**config.mk**
```make
export PLATFORM = sky130hd
export DESIGN_NAME = mag_cmp4
export DESIGN_NICKNAME = d
export VERILOG_FILES = /design/src/rtl/mag_cmp_pkg.sv /design/src/rtl/mag_cmp_slice.sv /design/src/rtl/mag_cmp_eq_gate.sv /design/src/rtl/mag_cmp4.sv
export SDC_FILE = /design/constraint.sdc
export NUM_CORES = 1
export LEC_CHECK = 0
export BUFFER_PORTS_ARGS = -buffer_cell sky130_fd_sc_hd__buf_2
export CAP_MARGIN = 20
export CORE_AREA = 2 2 39 41
export DETAILED_ROUTE_END_ITERATION = 7
export DIE_AREA = 0 0 41 43
export PLACE_DENSITY = 0.3
export SLEW_MARGIN = 30
export SYNTH_ARGS = -nofsm -noshare
export SYNTH_HDL_FRONTEND = slang
export SYNTH_HIERARCHICAL = 1
export SYNTH_SLANG_ARGS = --single-unit
```
**constraint.sdc**
```tcl
create_clock -name vclk -period 2.6
set_input_delay 0.26 -clock vclk [all_inputs]
set_output_delay 0.26 -clock vclk [all_outputs]
set_load 0.005 [all_outputs]
```
**src/rtl/mag_cmp_pkg.sv**
```systemverilog
// Package: shared types for the bit-slice magnitude comparator.
// Assumes: nothing beyond standard SystemVerilog.
package mag_cmp_pkg;

    // Verdict passed from one stage to the next; at most one field set.
    typedef struct packed {
        logic below;
        logic above;
    } cmp_link_t;

    // Link value fed into the least significant stage.
    localparam cmp_link_t LINK_NEUTRAL = '{below: 1'b0, above: 1'b0};

endpackage

```
**src/rtl/mag_cmp_slice.sv**
```systemverilog
// Module: one-bit comparator stage.
// Does: produces below/above flags from one bit of each operand and the
//       flags of the stage beneath; matching bits forward those flags.
// Assumes: incoming flags are never both 1 (bottom stage fed with zeros).
module mag_cmp_slice (
    input  logic a_bit,
    input  logic b_bit,
    input  logic below_in,
    input  logic above_in,
    output logic below_out,
    output logic above_out
);

    // Purpose: decide locally on differing bits, otherwise forward.
    always_comb begin
        if (a_bit != b_bit) begin
            above_out = a_bit;
            below_out = b_bit;
        end else begin
            above_out = above_in;
            below_out = below_in;
        end
    end

    // Purpose: guard the stage rules on every evaluation.
    always_comb begin

        slice_above_chk: assert (!(a_bit && !b_bit) || (above_out && !below_out));

        slice_below_chk: assert (!(!a_bit && b_bit) || (below_out && !above_out));

        slice_forward_chk: assert ((a_bit != b_bit) ||
                                   (above_out == above_in && below_out == below_in));

        slice_exclusive_chk: assert ((below_in && above_in) || !(below_out && above_out));
    end

endmodule

```
**src/rtl/mag_cmp_eq_gate.sv**
```systemverilog
// Module: equality gate at the top of the chain.
// Does: asserts equality when the final link carries neither flag.
// Assumes: the link comes from the most significant stage.
module mag_cmp_eq_gate (
    input  logic below_in,
    input  logic above_in,
    output logic equal_out
);

    // Purpose: single NOR forming the equality flag.
    always_comb begin
        equal_out = ~(below_in | above_in);
    end

endmodule

```
**src/rtl/mag_cmp4.sv**
```systemverilog
// Module: unsigned magnitude comparator built from chained one-bit stages.
// Does: links WIDTH stages from bit 0 upward; equality comes from one gate
//       on the top stage's flags.
// Assumes: unsigned operands; WIDTH is 4 in use; purely combinational.
module mag_cmp4 #(
    parameter int WIDTH = 4
) (
    input  logic [WIDTH-1:0] a_i,
    input  logic [WIDTH-1:0] b_i,
    output logic             lt_o,
    output logic             gt_o,
    output logic             eq_o
);
    import mag_cmp_pkg::*;

    localparam int LINKS = WIDTH + 1;

    cmp_link_t link [LINKS];

    // Purpose: feed the bottom stage a neutral verdict.
    always_comb begin
        link[0] = LINK_NEUTRAL;
    end

    // Purpose: one stage per bit, each above the previous.
    for (genvar i = 0; i < WIDTH; i++) begin : g_stage
        mag_cmp_slice u_slice (
            .a_bit     (a_i[i]),
            .b_bit     (b_i[i]),
            .below_in  (link[i].below),
            .above_in  (link[i].above),
            .below_out (link[i+1].below),
            .above_out (link[i+1].above)
        );
    end

    mag_cmp_eq_gate u_eq (
        .below_in  (link[WIDTH].below),
        .above_in  (link[WIDTH].above),
        .equal_out (eq_o)
    );

    // Purpose: expose the top stage's verdict.
    always_comb begin
        lt_o = link[WIDTH].below;
        gt_o = link[WIDTH].above;
    end

    // Purpose: relate outputs to the operands' arithmetic order.
    always_comb begin

        top_gt_chk: assert (!gt_o || (a_i > b_i));

        top_lt_chk: assert (!lt_o || (a_i < b_i));

        top_eq_chk: assert (!eq_o || (a_i == b_i));

        top_onehot_chk: assert ($onehot({lt_o, gt_o, eq_o}));
    end

endmodule

```
---- After elaboration in Yosys (flattened, before gate mapping) ----
Index checks and enable logic that the tools add are counted.
Widths: inputs -> output; s select.
cells by class
  eq/ne operators ......................... 4
  muxes and demuxes ....................... 8
  bitwise logic cells ..................... 2
operator list
  cell        count
  $mux 1      8
  $ne 1x1->1  4
  $not 1->1   1
  $or 1x1->1  1
storage, ports and cells
  flip-flop bits (word level) ............. 0
  word-level logic and storage cells ...... 14

---- Longest topological paths before layout ----
  word-level depth ........................ 7
  depth in mapped cells ................... 9
  depth with buffers taken out ............ 9

---- Modules after synthesis ----
Netlist, hierarchy kept.
modules (own cells, without submodules)
  module           times used  cells an instance  area an instance (µm²)  seq. area each (µm²)
  mag_cmp_slice    4           5                  27.5                    0.0
  mag_cmp4         1           1                  3.8                     0.0
  mag_cmp_eq_gate  1           1                  3.8                     0.0

---- Worst setup path before layout ----
Ideal clock, no wire load.
  kind .................................... input to output
  start ................................... input port a_i[0]
  end ..................................... output port eq_o
  arrival time ............................ 1.608 ns
  data required time ...................... 2.340 ns
  slack ................................... 0.732 ns
  cell stages on the path ................. 6
  cells stage by stage .................... inv_1 maj3_2 maj3_2 maj3_2 maj3_2 nor2_1
RTL lines
  what                line            text
  start: declaration  mag_cmp4.sv:8   input logic [WIDTH-1:0] a_i,
  end: declaration    mag_cmp4.sv:12  output logic eq_o

==> summary.md <==
| Metric | Value |
|---|---|
| Placed Cells | 51 |
| Mean area per synthesized cell | 5.346 um^2 |
| Max Cap Viol | 0 |
| Register area | 0 um^2 |
| GR Util met1 | 3.797% |
| Via count | 163 |
| Crit path capture type | output port |
| Most common cell in the netlist | nor2_1 |
| Top cell type by total area after synthesis | maj3_2 |
| Pins Over Slew Limit | 0 |
| WP data arrival | 1800 ps |
| Clk pwr share | 0% |
| Placed Area | 200.2 um^2 |
| GRT Util Overall | 2.498% |
| Num ports | 11 |
| Met2 Track Usage GR | 4.063% |
| Fmax | 485.3 MHz |
| Setup bufs post-CTS | 0 |
| Mapped Area | 117.6 um^2 |
| Tmin final | 2061 ps |
| WP depth | 8 |
| First-pass GRT wire length | 338 um |
| First-iteration detailed-routing DRC count | 3 |
| Pre-Repair DR Iteration Count | 4 |
| FP Rows | 14 |
| Proportion of layout cells with a drive suffix above 1 | 42.86% |
| Setup TNS | 0 ps |
| Routed wire length per instance | 5.314 um |
| Switching part of the total | 47.16% |
| Max IR drop VDD | 0.04356 mV |
| CP Class | in -> out |
| Dpl hpwl | 257.2 um |
| Gpl congestion | 0.5280 |
| Critical path, cell by cell | buf_2, inv_1, maj3_2, maj3_2, maj3_2, maj3_2, nor2_1, buf_2 |
| Pint | 0.00001593 W |
| Final hold vios | 0 |
| Data required time of the critical path | 2340 ps |
| Gr ovfl total | 0 |
| Status | finished, final reports clean |
| Startpoint Class | input pin |
| Yosys top cell area share | 38.30% |
| Post-CTS Resized | 0 |
| Gate power share | 100.0% |
| Starting Density | 8.499% |
| Slowest Stage Delay on Critical Path | 310 ps |
| Fin area | 200.2 um^2 |
| Vias in the first global route | 99 |
| Layout Nets | 45 |
| Vias per cell | 3.196 |
| Met3 usage | 0% |
| Crit path buf inv count | 3 |
| Die height | 43 um |
| Min-delay src | b_i[3] |
| Top delay family on crit path | adder cells |
| Clock buffers | 0 |
| Final Worst Setup Slack | 539.5 ps |
| Count of cell types in the netlist | 6 |
| CP most frequent cell | maj3_2 |
| Sequential cell count | 0 |
| Die W | 41 um |
| CP max FO | 3 |
| Cts hold-fix bufs | 0 |
| Routed Antenna Nets | 0 |
| Area delta synth->final | 70.21% |
| Most area-consuming cells after synthesis | maj3_2 (38%), o21ai_0 (17%), nor2_1 (16%), inv_1 (13%), nand2_1 (13%) |
| Total Routed Length | 271 um |
| Sequential area share after synthesis | 0% |
| Largest net degree at the start of global routing | 4 |
| Post-route insts no fill | 51 |
| Initial antenna violation count | 0 |
| Layout Utilization | 14.47% |
| Worst min path class | in -> out |
| Synth Warn # | 6 |
| Worst path slowest cell | maj3_2 |
| DRC viols | 0 |
| Top Usage Layer GRT | met2 |
| Switch Pwr | 0.00001421 W |
| Cells after synthesis | 22 |
| Power Dens Cells | 150.6 nW/um^2 |
| Die area | 1763 um^2 |
| Post-synth top cells | nor2_1 (5), inv_1 (4), maj3_2 (4), nand2_1 (4), o21ai_0 (4) |
| Ant. Diodes | 0 |
| Sequential share of power | 0% |
| Final Setup Violations | 0 |
| Worst setup path end | eq_o |
| IO Port Bufs | 11 |
| Fin crit share | 79.25% |
| Pre-CTS WS | 526.1 ps |
| Placeable Area | 1384 um^2 |
| Leak pwr | 0.1118 nW |
| Critical Path Source | a_i[0] |
| RSZ-0062 raised after global routing | false |
-- worst min-delay path, stage by stage --
cell     delay, ps
buf_2           90
o21ai_0        110
buf_2          140
-- cells by family after synthesis --
group                      after synthesis  synth area share [%]
buffers and inverters                    4                 12.76
other                                    1                 3.188
and+or+nand+nor                          9                 28.72
adders and majority gates                4                 38.30
AOI/OAI and AO/OA                        4                 17.02
-- metrics by stage --
stage | power (W) | hold WS [ps]
4_1_cts | 0.00003048 | 858.6
3_5_place_dp | 0.00003044 | 860.1
2_1_floorplan | 0.00001669 | 624.6
5_1_grt | 0.00003502 | 890.5
6_report | 0.00003014 | 856.9
3_3_place_gp | 0.00003072 | 863.5
-- how the worst min path moves through the flow --
| stage | endpoint | slack [ps] | depth (start not counted) |
|---|---|---|---|
| floorplan | gt_o | 620 | 1 |
| global route | gt_o | 890 | 3 |
| detailed placement | gt_o | 860 | 3 |
| global placement | gt_o | 860 | 3 |
| CTS | gt_o | 860 | 3 |
| finish | gt_o | 860 | 3 |
-- per-layer routing --
| layer | routed length [um] | share of wire (%) | up-vias |
|---|---|---|---|
| li1 | - | - | 92 |
| met1 | 133 | 49 | 58 |
| met2 | 80 | 30 | 13 |
| met3 | 58 | 21 | 0 |
| met4 | 0 | 0 | 0 |
| met5 | 0 | 0 | - |
-- power by group through the flow --
stage / Clock [W] / Sequential [W] / Combinational (W)
floorplan: 0 / 0 / 0.0000167
global placement: 0 / 0 / 0.0000307
detailed placement: 0 / 0 / 0.0000304
CTS: 0 / 0 / 0.0000305
global route: 0 / 0 / 0.0000350
finish: 0 / 0 / 0.0000301
-- final cells by class --
cell class         count  area (um^2)
fillers              161         1184
multi-input cells     20        110.1
repair buffers        11        55.05
well taps             16        20.02
inverters              4        15.01
-- cell usage in the layout (no fill, tap or decap), drive strengths merged --
| cell type | count |
|---|---|
| buf | 11 |
| o21ai | 4 |
| maj3 | 4 |
| nor2 | 5 |
| nand2 | 4 |
| inv | 4 |
| conb | 3 |
Note: power is estimated with default switching activity, not from simulation.
